--- src/rtl/dbg_trig_pkg.sv ---
// Shared types for the debug trigger action unit.
// Assumes a 3-bit trigger mode field; every encoding has a meaning.
package dbg_trig_pkg;

    typedef enum logic [2:0] {
        TM_BRK_A       = 3'd0,
        TM_BRK_A_OR_BF = 3'd1,
        TM_BRK_BF      = 3'd2,
        TM_CAP_A       = 3'd3,
        TM_CAP_B       = 3'd4,
        TM_BEGIN_A     = 3'd5,
        TM_END_A       = 3'd6,
        TM_END_BF      = 3'd7
    } trig_mode_e;

    typedef struct packed {
        logic brk;
        logic cap;
        logic begin_tr;
        logic end_tr;
    } trig_act_t;

    function automatic logic mode_is_end(input logic [2:0] m);
        return (m == TM_END_A) || (m == TM_END_BF);
    endfunction

endpackage

--- src/rtl/dbg_data_sel.sv ---
// Data bus selector and comparator B data compare.
// Picks the write bus only for qualify-enabled write accesses, otherwise the
// read bus. Purely combinational; assumes buses are stable around the edge.
module dbg_data_sel #(
    parameter int DW = 8
) (
    input  logic          qual_en,
    input  logic          rw_sel,
    input  logic [DW-1:0] rdata,
    input  logic [DW-1:0] wdata,
    input  logic [DW-1:0] ref_val,
    output logic [DW-1:0] sel_data,
    output logic          data_eq
);

    logic use_wr;

    // choose the bus that feeds the compare and the capture path
    always_comb begin
        use_wr   = qual_en && !rw_sel;
        sel_data = use_wr ? wdata : rdata;
        data_eq  = (sel_data == ref_val);
    end

endmodule

--- src/rtl/dbg_trig_decode.sv ---
// Maps the latched trigger mode and comparator hits to one action class.
// Combinational; gating by the arm state is done by the caller.
module dbg_trig_decode
    import dbg_trig_pkg::*;
(
    input  trig_mode_e mode,
    input  logic       hit_a,
    input  logic       hit_b,
    input  logic       hit_bf,
    output trig_act_t  act
);

    // decode the mode into the requested action
    always_comb begin
        act = '0;
        unique case (mode)
            TM_BRK_A:       act.brk      = hit_a;
            TM_BRK_A_OR_BF: act.brk      = hit_a | hit_bf;
            TM_BRK_BF:      act.brk      = hit_bf;
            TM_CAP_A:       act.cap      = hit_a;
            TM_CAP_B:       act.cap      = hit_b;
            TM_BEGIN_A:     act.begin_tr = hit_a;
            TM_END_A:       act.end_tr   = hit_a;
            TM_END_BF:      act.end_tr   = hit_bf;
            default:        act          = '0;
        endcase
    end

endmodule

--- src/rtl/dbg_tag_queue.sv ---
// Shadow queue of breakpoint tag bits, one per opcode held in the CPU
// instruction queue. Push on fetch, pop on execute, flush clears all.
// Assumes the CPU never executes from an empty queue; such pops are ignored.
// A push into a full queue without a pop is dropped.
module dbg_tag_queue #(
    parameter int DEPTH = 4
) (
    input  logic clk,
    input  logic rst_n,
    input  logic push,
    input  logic push_tag,
    input  logic pop,
    input  logic flush,
    output logic head_valid,
    output logic head_tag,
    output logic full
);

    localparam int CW = $clog2(DEPTH + 1);

    logic [CW-1:0]    cnt;
    logic [DEPTH-1:0] tags;
    logic             do_pop;
    logic             do_push;
    logic [CW-1:0]    wr_idx;

    // handshake qualification and write slot
    always_comb begin
        head_valid = (cnt != '0);
        full       = (cnt == CW'(DEPTH));
        do_pop     = pop && head_valid;
        do_push    = push && (!full || do_pop);
        wr_idx     = do_pop ? cnt - 1'b1 : cnt;
        head_tag   = tags[0] && head_valid;
    end

    // occupancy counter
    always_ff @(posedge clk) begin
        if (!rst_n || flush)
            cnt <= '0;
        else if (do_push && !do_pop)
            cnt <= cnt + 1'b1;
        else if (do_pop && !do_push)
            cnt <= cnt - 1'b1;
    end

    // one storage slot per queue entry, shifting toward the head
    for (genvar i = 0; i < DEPTH; i++) begin : g_slot
        logic shift_src;
        if (i < DEPTH - 1) begin : g_mid
            assign shift_src = tags[i+1];
        end else begin : g_last
            assign shift_src = 1'b0;
        end

        // update slot i from its neighbour or the incoming tag
        always_ff @(posedge clk) begin
            if (!rst_n || flush)
                tags[i] <= 1'b0;
            else if (do_push && (wr_idx == CW'(i)))
                tags[i] <= push_tag;
            else if (do_pop)
                tags[i] <= shift_src;
        end
    end

endmodule

--- src/rtl/dbg_trig_unit.sv ---
// Debug trigger action unit (top).
// Turns comparator hits into breakpoint, capture, begin-trace or end-trace
// actions according to a mode latched at arming. Forced breaks wait for the
// end of the current instruction; tagged breaks ride a shadow tag queue and
// act only when the tagged opcode executes. Assumes comparator hits, bus
// values and CPU pipeline strobes are synchronous to clk.
module dbg_trig_unit
    import dbg_trig_pkg::*;
#(
    parameter int DW     = 8,
    parameter int QDEPTH = 4
) (
    input  logic          clk,
    input  logic          rst_n,
    input  logic          arm_wr,
    input  logic          arm_wdata,
    input  logic [2:0]    mode_wdata,
    input  logic          tag_wdata,
    input  logic          rwq_en,
    input  logic          rw_sel,
    input  logic          cmp_a_hit,
    input  logic          cmp_b_hit,
    input  logic [DW-1:0] b_data_ref,
    input  logic [DW-1:0] cpu_rdata,
    input  logic [DW-1:0] cpu_wdata,
    input  logic          fetch_valid,
    input  logic          exec_valid,
    input  logic          q_flush,
    input  logic          instr_done,
    output logic          armed,
    output logic          trace_run,
    output logic          trace_begin,
    output logic          trace_end,
    output logic          cap_valid,
    output logic [DW-1:0] cap_data,
    output logic          brk_req,
    output logic          bgnd_sub
);

    trig_mode_e    mode_q;
    logic          tag_q;
    logic          pend_q;
    logic [DW-1:0] sel_data;
    logic          data_eq;
    logic          hit_bf;
    trig_act_t     act;
    logic          live;
    logic          arm_rise;
    logic          disarm_wr;
    logic          brk_hit;
    logic          force_trig;
    logic          tag_trig;
    logic          cap_trig;
    logic          begin_trig;
    logic          end_trig;
    logic          q_head_valid;
    logic          q_head_tag;
    logic          q_full;

    dbg_data_sel #(.DW(DW)) i_sel (
        .qual_en  (rwq_en),
        .rw_sel   (rw_sel),
        .rdata    (cpu_rdata),
        .wdata    (cpu_wdata),
        .ref_val  (b_data_ref),
        .sel_data (sel_data),
        .data_eq  (data_eq)
    );

    assign hit_bf = cmp_b_hit && data_eq;

    dbg_trig_decode i_dec (
        .mode   (mode_q),
        .hit_a  (cmp_a_hit),
        .hit_b  (cmp_b_hit),
        .hit_bf (hit_bf),
        .act    (act)
    );

    // qualify the decoded action with the arm state and tag/force choice
    always_comb begin
        arm_rise   = arm_wr && arm_wdata && !armed;
        disarm_wr  = arm_wr && !arm_wdata;
        live       = armed && !arm_wr;
        brk_hit    = live && act.brk;
        force_trig = brk_hit && !tag_q;
        tag_trig   = brk_hit && tag_q && fetch_valid;
        cap_trig   = live && act.cap;
        begin_trig = live && act.begin_tr;
        end_trig   = live && act.end_tr;
    end

    dbg_tag_queue #(.DEPTH(QDEPTH)) i_tagq (
        .clk        (clk),
        .rst_n      (rst_n),
        .push       (fetch_valid),
        .push_tag   (tag_trig),
        .pop        (exec_valid),
        .flush      (q_flush),
        .head_valid (q_head_valid),
        .head_tag   (q_head_tag),
        .full       (q_full)
    );

    // arm bit: host writes win, breakpoint and end-trace hits self-clear
    always_ff @(posedge clk) begin
        if (!rst_n)
            armed <= 1'b0;
        else if (arm_wr)
            armed <= arm_wdata;
        else if (force_trig || tag_trig || end_trig)
            armed <= 1'b0;
    end

    // mode and tag/force choice latched only on the disarmed-to-armed step
    always_ff @(posedge clk) begin
        if (!rst_n) begin
            mode_q <= TM_BRK_A;
            tag_q  <= 1'b0;
        end else if (arm_rise) begin
            mode_q <= trig_mode_e'(mode_wdata);
            tag_q  <= tag_wdata;
        end
    end

    // pending forced break held until the current instruction completes
    always_ff @(posedge clk) begin
        if (!rst_n || arm_wr)
            pend_q <= 1'b0;
        else if (force_trig)
            pend_q <= 1'b1;
        else if (instr_done)
            pend_q <= 1'b0;
    end

    // one-cycle break request and background substitute pulses
    always_ff @(posedge clk) begin
        if (!rst_n) begin
            brk_req  <= 1'b0;
            bgnd_sub <= 1'b0;
        end else begin
            brk_req  <= pend_q && instr_done && !arm_wr;
            bgnd_sub <= exec_valid && q_head_valid && q_head_tag;
        end
    end

    // change-of-flow trace run flag and its edge pulses
    always_ff @(posedge clk) begin
        if (!rst_n) begin
            trace_run   <= 1'b0;
            trace_begin <= 1'b0;
            trace_end   <= 1'b0;
        end else begin
            trace_begin <= begin_trig && !trace_run;
            trace_end   <= end_trig;
            if (disarm_wr)
                trace_run <= 1'b0;
            else if (arm_rise)
                trace_run <= mode_is_end(mode_wdata);
            else if (begin_trig)
                trace_run <= 1'b1;
            else if (end_trig)
                trace_run <= 1'b0;
        end
    end

    // data capture strobe and held value
    always_ff @(posedge clk) begin
        if (!rst_n) begin
            cap_valid <= 1'b0;
            cap_data  <= '0;
        end else begin
            cap_valid <= cap_trig;
            if (cap_trig)
                cap_data <= sel_data;
        end
    end

    logic unused_full;
    assign unused_full = q_full;

endmodule

--- config.mk ---
export PLATFORM = sky130hd
export DESIGN_NAME = dbg_trig_unit
export DESIGN_NICKNAME = d
export VERILOG_FILES = /design/src/rtl/dbg_trig_pkg.sv /design/src/rtl/dbg_data_sel.sv /design/src/rtl/dbg_trig_decode.sv /design/src/rtl/dbg_tag_queue.sv /design/src/rtl/dbg_trig_unit.sv
export SDC_FILE = /design/constraint.sdc
export NUM_CORES = 1
export LEC_CHECK = 0
export ABC_AREA = 1
export CAP_MARGIN = 30
export CORE_MARGIN = 2
export CORE_UTILIZATION = 60
export DETAILED_ROUTE_END_ITERATION = 10
export DONT_BUFFER_PORTS = 1
export PLACE_DENSITY = 0.76
export SLEW_MARGIN = 20
export SYNTH_ARGS = -nofsm -noshare
export SYNTH_HDL_FRONTEND = slang
export SYNTH_SLANG_ARGS = --single-unit
--- constraint.sdc ---
create_clock -name clk -period 2.35 [get_ports clk]
set_input_delay 0.705 -clock clk [delete_from_list [all_inputs] [get_ports clk]]
set_output_delay 0.705 -clock clk [all_outputs]
set_load 0.02 [all_outputs]
==> results.txt, run 1 <==
----------------------------------------------------
[Synthesis]
  Area leader, netlist ... sky130_fd_sc_hd__dfxtp_1
  Fraction of post-synthesis cell area in the top cell type by area ... 0.3326
  FF+latch count, synth ... 27
  Number of warnings reported in the yosys synthesis log ... 0
  Area share of and/or/nand/nor cells after synthesis ... 0.3287
  EDFF count, synth ... 0
  Most used flip-flop cell after synthesis ... sky130_fd_sc_hd__dfxtp_1
  Share of cell area taken by muxes after synthesis ... 0
  Xor and xnor fraction of the mapped netlist area ... 0.01617
  Compound-Gate Fraction of Synth Area ... 0.1694
  Commonest cells in the synthesized netlist ... sky130_fd_sc_hd__nand2_1, sky130_fd_sc_hd__inv_1, sky130_fd_sc_hd__nor2_1
  Cells taking the most area after synthesis ... sky130_fd_sc_hd__dfxtp_1, sky130_fd_sc_hd__nand2_1, sky130_fd_sc_hd__inv_1, sky130_fd_sc_hd__nand3_1, sky130_fd_sc_hd__o21ai_0
  Post-synthesis sequential area ratio ... 0.3326
  Count of unique library cells instantiated by Yosys ... 25
  Syn Inst Count ... 255
  Post-synth ARST share ... 0
  Dominant combinational cell family by area after synthesis ... simple AND/OR/NAND/NOR gates
  Mapped Nets ... 299
  Average size of a mapped cell ... 6.374 um^2
  Adder and majority cell fraction of the synthesized area ... 0.03079
  Area of the mapped netlist ... 1625 um^2
  Library cell with the highest instance count after synthesis ... sky130_fd_sc_hd__nand2_1

[STA]
  Final setup violation count ... 0
  Time the worst path needs with I/O delays and setup ... 2041 ps
  Crit path setup slack, layout ... 309.3 ps
  RSZ-0062 raised after global routing ... false
  Max-slew headroom ... 0.7536
  Post-route setup TNS ... 0 ps
  Setup clock skew after layout ... 5.375 ps
  Final Slew Violations ... 0
  Final period utilization ... 0.8684
  Maximum clock frequency ... 490.0 MHz
  Hold violation total from the final report ... 0
  Transition at the pin with the smallest max-transition slack ... 368.7 ps

[Clock network]
  Num CTS Buffers ... 3
  Master cell of the clock root buffer ... sky130_fd_sc_hd__clkbuf_4
  Clock Sinks ... 27
  Clock input transition at the sequential cells of the worst setup and hold paths ... 140 ps
  Post-CTS Hold Buffers ... 0
  Clock tree from TritonCTS ... built
  Post CTS Setup Buffer Count ... 0
  Skew-Pair Late Insertion Delay ... 330 ps
  H-tree levels ... 1
  Max Root-Sink Buffers ... 2
  Quantity of gates resized following cts ... 0

[Critical path]
  Maximum fanout along the worst path ... 5
  Data required time of the critical path ... 2590 ps
  Launching point of the worst reg2reg path ... i_tagq.cnt[0]
  Flop-to-flop setup slack ... 310 ps
  Longest individual stage delay on the worst path ... 450 ps
  CP endpoint kind ... flip-flop
  Worst reg-to-reg path cell count ... 8
  CP top delay family ... compound AO/OA/AOI/OAI gates
  End of the worst register-to-register path ... i_tagq.cnt[2]
  Critical path type ... reg2reg
  Worst-path cell chain ... inv_1, ha_1, a21oi_4, clkinv_1, ha_1, inv_1, o21ai_0, a221oi_1
  Cell with the largest stage delay on the worst path ... sky130_fd_sc_hd__dfxtp_1
  Number of buffers and inverters on the critical path ... 3
  Endpoint arrival time on the critical path ... 2280 ps
  Worst setup SP type ... flip-flop

[Placement]
  Number of buffers inserted by port buffering ... 0
  Pre-CTS WS ... 173.7 ps
  Gp weighted congestion ... 0.8454
  Placed cells ... 283
  Area of placed instances ... 1648 um^2
  Post-DP HPWL ... 2.662 mm

[Floorplan]
  Initial Utilization ... 0.6443
  Chip Width ... 56.05 um
  Number of top-level design ports ... 55
  Die area ... 3141 um^2
  Cell row count ... 18
  Core footprint ... 2522 um^2
  Die Ht ... 56.05 um

[GRT]
  Combined global-route utilization of all metal layers ... 0.2287
  Vias in the first global route ... 1414
  Largest net degree at the start of global routing ... 18
  Antenna violations before repair ... 0
  Global-route wire length before repair ... 5.816 mm
  GRT Residual Overflow ... 0

[Hold path]
  Class of the tightest hold or removal check ... reg2reg
  Cell depth of the worst hold path ... 2
  Origin of the worst min-delay path ... i_tagq.tags[0]
  Endpoint of the worst hold path ... bgnd_sub

[Routing]
  Detailed-route vias per instance ... 5.383
  Number of design-rule violations left by the first detailed-router iteration ... 61
  Final ANT Viol Nets ... 0
  Drt pass-1 iters ... 4
  Via total after detailed routing ... 1545
  Count of unresolved DRC violations after routing ... 0
  Routed Wire Length ... 3.368 mm
  DR WL/cell ... 11.74 um

[Layout]
  Number of non-filler instances in the completed layout ... 287
  Area growth syn-to-layout ... 3.003%
  Filler Cell Count ... 255
  Area occupied by multi-input gates ... 885.9 um^2
  Antenna cells ... 0
  Register area ... 540.5 um^2
  Post-route cell area ... 1674 um^2
  Final-stage net count ... 302
  Fraction of final layout cells sized beyond drive strength 1 ... 0.03891

[Power and ir drop]
  Leak pwr ... 0.8222 nW
  Part of the total power dissipated in sequential elements ... 0.557
  Combinational cell fraction of total power ... 0.215
  VDD IR max ... 0.3978 mV
  Pwr Density ... 523.9 nW/um^2
  Clock network fraction of design power ... 0.229
  Proportion of total power due to net switching ... 0.3042
  Cell internal pwr ... 610.2 uW
  Sum of internal, switching and leakage power ... 877.0 uW
  P_sw ... 266.8 uW

[Flow run]
  Maxcap violations ... 0

[Outcome]
  Outcome ... completed

----------------------------------------------------
==> stage by stage <==
| step | hold WS [ps] | utilization |
|---|---|---|
| after floorplan | 424.2 | - |
| after global placement | 432.6 | 0.6533 |
| after detailed placement | 446.5 | 0.6533 |
| after CTS | 466.7 | 0.6637 |
| after global routing | 446.9 | 0.6637 |
| final | 473.7 | 0.6637 |
==> how the worst max path moves through the flow <==
stage / startpoint / to / slack (ps) / depth (start not counted)
finish: i_tagq.cnt[0] / i_tagq.cnt[2] / 310 / 8
global route: i_tagq.cnt[0] / i_tagq.cnt[2] / 100 / 8
CTS: i_tagq.cnt[0] / i_tagq.cnt[2] / 310 / 8
detailed placement: rw_sel / armed / 170 / 13
global placement: rw_sel / armed / 250 / 13
floorplan: exec_valid / i_tagq.cnt[2] / 400 / 7
==> flip-flops by register name (all words and copies together) (netlist names), 3 cells and up <==
name,flops
mode_q,3
cap_data,8
i_tagq.cnt,3
i_tagq.g_slot.shift_src,3
==> cell families (layout without fill, tap and decap cells) <==
logic type               Yosys count  in the layout
AND/OR/NAND/NOR                  123            123
AO/OA/AOI/OAI                     50             50
buffers and inverters             48             50
flip-flops                        27             27
adder cells (fa/ha/maj)            4              4
XOR/XNOR                           3              3
==> power by group through the flow <==
stage                     Clock, mW  Combinational (mW)  Sequential, mW
after floorplan                   0               0.162           0.495
after global placement            0               0.185           0.498
after detailed placement          0               0.188           0.498
after CTS                     0.207               0.189           0.488
after global routing          0.229               0.222           0.491
final                         0.200               0.188           0.488
==> final cells by class <==
cell class | instances | share of cell area
Sequential cell | 27 | 0.3229
Clock buffer | 4 | 0.01570
Inverter | 43 | 0.09641
Tap cell | 30 | 0.02242
Timing Repair Buffer | 3 | 0.01345
Multi-Input combinational cell | 180 | 0.5291
==> routing by layer <==
metal	vias up	wire length (um)	GRT usage
met5	-	0	0
met4	0	31	0.06803
met3	4	254	0.06047
met2	44	1459	0.3462
met1	670	1622	0.3193
li1	827	-	-
==> placed cells by master (no fill, tap or decap) <==
cell type and instances:
sky130_fd_sc_hd__a31oi_1 7, sky130_fd_sc_hd__nand4_1 1, sky130_fd_sc_hd__nand2_1 56, sky130_fd_sc_hd__clkbuf_1 1, sky130_fd_sc_hd__nand2_2 1, sky130_fd_sc_hd__a221oi_1 1
sky130_fd_sc_hd__buf_4 3, sky130_fd_sc_hd__ha_1 4, sky130_fd_sc_hd__nor3_1 4, sky130_fd_sc_hd__dfxtp_1 27, sky130_fd_sc_hd__inv_1 41, sky130_fd_sc_hd__xnor2_1 1
sky130_fd_sc_hd__o22ai_1 1, sky130_fd_sc_hd__clkinv_1 1, sky130_fd_sc_hd__nand3_2 1, sky130_fd_sc_hd__or2_1 1, sky130_fd_sc_hd__o21ai_0 24, sky130_fd_sc_hd__xor2_1 2
sky130_fd_sc_hd__nand3_1 25, sky130_fd_sc_hd__clkbuf_4 3, sky130_fd_sc_hd__inv_2 1, sky130_fd_sc_hd__nand3b_1 6, sky130_fd_sc_hd__nor2_1 28, sky130_fd_sc_hd__a21oi_1 16
sky130_fd_sc_hd__a21oi_4 1
==> worst reg2reg max path: stages, from the launching register on <==
cell and delay [ps]:
sky130_fd_sc_hd__dfxtp_1 450, sky130_fd_sc_hd__inv_1 100, sky130_fd_sc_hd__ha_1 250, sky130_fd_sc_hd__a21oi_4 210
sky130_fd_sc_hd__clkinv_1 120, sky130_fd_sc_hd__ha_1 330, sky130_fd_sc_hd__inv_1 130, sky130_fd_sc_hd__o21ai_0 110
sky130_fd_sc_hd__a221oi_1 270
(Power assumes the default switching activity.)
==> inputs of run 2 (changes only) <==
--- a/config.mk
+++ b/config.mk
@@ -5,9 +5,8 @@
 export SDC_FILE = /design/constraint.sdc
 export NUM_CORES = 1
 export LEC_CHECK = 0
-export ABC_AREA = 1
+export ABC_AREA = 0
 export CAP_MARGIN = 30
-export CORE_MARGIN = 2
 export CORE_UTILIZATION = 60
 export DETAILED_ROUTE_END_ITERATION = 10
 export DONT_BUFFER_PORTS = 1
==> run 2 against run 1 <==
Net effect:
- first-iteration DRC count down 59%
- hold slack got worse by 7.4 ps
- highest routed layer unchanged
- cell area rose by 1.2%
- clock skew decreased by 3.6 ps
- largest cell class unchanged
- clock power is essentially flat
- largest power group unchanged
==> results.txt, run 2 <==
----------------------------------------------------
[Synthesis]
  Number of warnings reported in the yosys synthesis log ... 0 (unchanged)
  Library cell with the highest instance count after synthesis ... sky130_fd_sc_hd__dfxtp_1
  Average size of a mapped cell ... 8.409 um^2 (+32%)
  Area of the mapped netlist ... 1657 um^2 (+1.9%)
  EDFF count, synth ... 0 (unchanged)
  Mapped Nets ... 241 (-19%)
  Cells taking the most area after synthesis ... sky130_fd_sc_hd__dfxtp_1, sky130_fd_sc_hd__mux2i_1, sky130_fd_sc_hd__nor2_1, sky130_fd_sc_hd__nand2_1, sky130_fd_sc_hd__xnor2_1
  Post-synthesis sequential area ratio ... 0.3263 (-0.006280)
  Count of unique library cells instantiated by Yosys ... 48 (+92%)
  Most used flip-flop cell after synthesis ... sky130_fd_sc_hd__dfxtp_1
  Area leader, netlist ... sky130_fd_sc_hd__dfxtp_1
  Syn Inst Count ... 197 (-23%)
  Fraction of post-synthesis cell area in the top cell type by area ... 0.3263 (-0.006280)
  Post-synth ARST share ... 0 (unchanged)
  FF+latch count, synth ... 27 (unchanged)
  Commonest cells in the synthesized netlist ... sky130_fd_sc_hd__dfxtp_1, sky130_fd_sc_hd__nor2_1, sky130_fd_sc_hd__nand2_1

[Layout]
  Biggest register ... cap_data
  Antenna cells ... 0 (unchanged)
  Most common cell after layout, fill and taps aside ... sky130_fd_sc_hd__dfxtp_1
  Share of the core filled with cells in the final layout ... 0.6657 (+0.001993)
  Area growth syn-to-layout ... 2.266%
  Number of flip-flops under the largest register name ... 8 (unchanged)
  Filler Cell Count ... 212 (-17%)
  Fraction of final layout cells sized beyond drive strength 1 ... 0.07143 (+0.03252)
  Final-stage net count ... 241 (-20%)
  Commonest non-fill, non-tap cells in the layout ... sky130_fd_sc_hd__dfxtp_1, sky130_fd_sc_hd__nor2_1, sky130_fd_sc_hd__nand2_1
  Number of non-filler instances in the completed layout ... 226 (-21%)

[Routing]
  DR WL/cell ... 15.38 um (+31%)
  Count of unresolved DRC violations after routing ... 0 (unchanged)
  Detailed-route vias per instance ... 6.173 (+15%)
  Number of design-rule violations left by the first detailed-router iteration ... 25 (-59%)
  Routed Wire Length ... 3.477 mm (+3.2%)
  Final ANT Viol Nets ... 0 (unchanged)
  Drt pass-1 iters ... 4 (unchanged)
  Via total after detailed routing ... 1395 (-9.7%)

[Power and ir drop]
  VDD IR max ... 0.4011 mV (+0.84%)
  Leak pwr ... 0.6861 nW (-17%)
  Pwr Density ... 501.3 nW/um^2 (-4.3%)

[Floorplan]
  Die Ht ... 54.55 um (-2.7%)
  Chip Width ... 54.55 um (-2.7%)
  Cell row count ... 18 (unchanged)
  Number of top-level design ports ... 55 (unchanged)
  Die area ... 2975 um^2 (-5.3%)
  Initial Utilization ... 0.6509 (+0.006589)
  Core footprint ... 2545 um^2 (+0.89%)

[Placement]
  Post-DP HPWL ... 2.718 mm (+2.1%)
  Number of buffers inserted by port buffering ... 0 (unchanged)
  Gp weighted congestion ... 0.8586 (+1.6%)
  Placed cells ... 222 (-22%)

[STA]
  Transition at the pin with the smallest max-transition slack ... 667.0 ps (+298.2 ps)
  Hold violation total from the final report ... 0 (unchanged)
  Final period utilization ... 0.8936 (+0.02521)
  Final setup violation count ... 0 (unchanged)
  Maximum clock frequency ... 476.2 MHz (-2.8%)
  Time the worst path needs with I/O delays and setup ... 2100 ps (+59.25 ps)
  Post-route setup TNS ... 0 ps (unchanged)
  Max-slew headroom ... 0.5554 (-0.1982)
  RSZ-0062 raised after global routing ... false
  Final Slew Violations ... 0 (unchanged)
  Setup clock skew after layout ... 1.785 ps (-3.590 ps)

[Hold path]
  Class of the tightest hold or removal check ... in2reg

[Critical path]
  Worst setup SP type ... flip-flop
  CP top delay family ... adder cells
  CP endpoint kind ... flip-flop
  Maximum fanout along the worst path ... 9 (+4)
  Flop-to-flop setup slack ... 250 ps (-60 ps)
  Cell with the largest stage delay on the worst path ... sky130_fd_sc_hd__dfxtp_1
  Number of buffers and inverters on the critical path ... 2 (-1)
  Longest individual stage delay on the worst path ... 380 ps (-70 ps)
  Data required time of the critical path ... 2610 ps (+20 ps)
  Worst-path cell chain ... inv_1, ha_1, inv_1, o21ai_2, ha_1, or3_1, a21oi_1
  Endpoint arrival time on the critical path ... 2360 ps (+80 ps)
  Critical path type ... reg2reg

[Flow run]
  Maxcap violations ... 0 (unchanged)

[GRT]
  Vias in the first global route ... 1287 (-9.0%)
  Largest net degree at the start of global routing ... 17 (-1)
  Antenna violations before repair ... 0 (unchanged)
  Global-route wire length before repair ... 5.471 mm (-5.9%)
  Combined global-route utilization of all metal layers ... 0.2543 (+0.02564)
  GRT Residual Overflow ... 0 (unchanged)

[Clock network]
  Post CTS Setup Buffer Count ... 0 (unchanged)
  Master cell of the clock root buffer ... sky130_fd_sc_hd__clkbuf_4
  Clock input transition at the sequential cells of the worst setup and hold paths ... 140 ps (about the same)
  Skew-Pair Late Insertion Delay ... 320 ps (about the same)
  H-tree levels ... 1 (unchanged)
  Quantity of gates resized following cts ... 0 (unchanged)
  Max Root-Sink Buffers ... 2 (unchanged)
  Post-CTS Hold Buffers ... 0 (unchanged)
  Clock tree from TritonCTS ... built
  Clock Sinks ... 27 (unchanged)
  Num CTS Buffers ... 3 (unchanged)

[Outcome]
  Outcome ... completed

----------------------------------------------------
-- run 2: cell type report --
cell class | instances | area, um^2 | share of cell area
Sequential cell | 27 | 540.5 | 0.3191
Timing Repair Buffer | 3 | 22.52 | 0.01329
Inverter | 9 | 33.78 | 0.01994
Tap cell | 30 | 37.54 | 0.02216
Clock buffer | 4 | 26.28 | 0.01551
Multi-Input combinational cell | 153 | 1033 | 0.6100
-- run 2: kinds of logic (layout without fill, tap and decap cells) --
| logic type | count (synthesis) | count (layout) | synth area share |
|---|---|---|---|
| and+or+nand+nor | 81 | 81 | 0.2575 |
| AOI/OAI and AO/OA | 44 | 44 | 0.1994 |
| DFF | 27 | 27 | 0.3263 |
| buffers and inverters | 17 | 16 | 0.04984 |
| muxes | 13 | 13 | 0.07855 |
| xor gates and xnor gates | 11 | 11 | 0.05816 |
| adders and majority gates | 4 | 4 | 0.03021 |
-- run 2: final timing paths --
path | start | endpoint | cells after the start
worst min-delay path | arm_wr | pend_q | 1
worst min register to register | i_tagq.tags[0] | bgnd_sub | 2
worst max-delay path | i_tagq.cnt[0] | i_tagq.cnt[2] | 7
worst max register to register | i_tagq.cnt[0] | i_tagq.cnt[2] | 7
-- run 2: per-stage QoR --
step / area (um^2) / total power [mW] / worst slack, ps / hold WS, ps
floorplan: 1657 / 0.6372 / 339.1 / 409.3
global placement: 1668 / 0.6519 / 290.4 / 421.0
detailed placement: 1668 / 0.6594 / 222.1 / 448.8
CTS: 1694 / 0.8523 / 259.9 / 465.0
global route: 1694 / 0.8920 / 95.01 / 458.6
finish: 1694 / 0.8493 / 250.1 / 466.3
-- run 2: per-layer routing --
| metal | track usage | vias to the layer above | wire (um) |
|---|---|---|---|
| met1 | 0.3100 | 638 | 1509 |
| met4 | 0.07265 | 0 | 31 |
| met3 | 0.05278 | 4 | 259 |
| li1 | - | 695 | - |
| met5 | 0 | - | 0 |
| met2 | 0.4451 | 58 | 1677 |
-- run 2: power by group --
group / leakage [nW] / internal [mW] / switching [mW] / total [mW]
combinational: 0.453 / 0.0746 / 0.0918 / 0.166
clock: 0.0150 / 0.0665 / 0.132 / 0.198
sequential: 0.218 / 0.468 / 0.0167 / 0.485
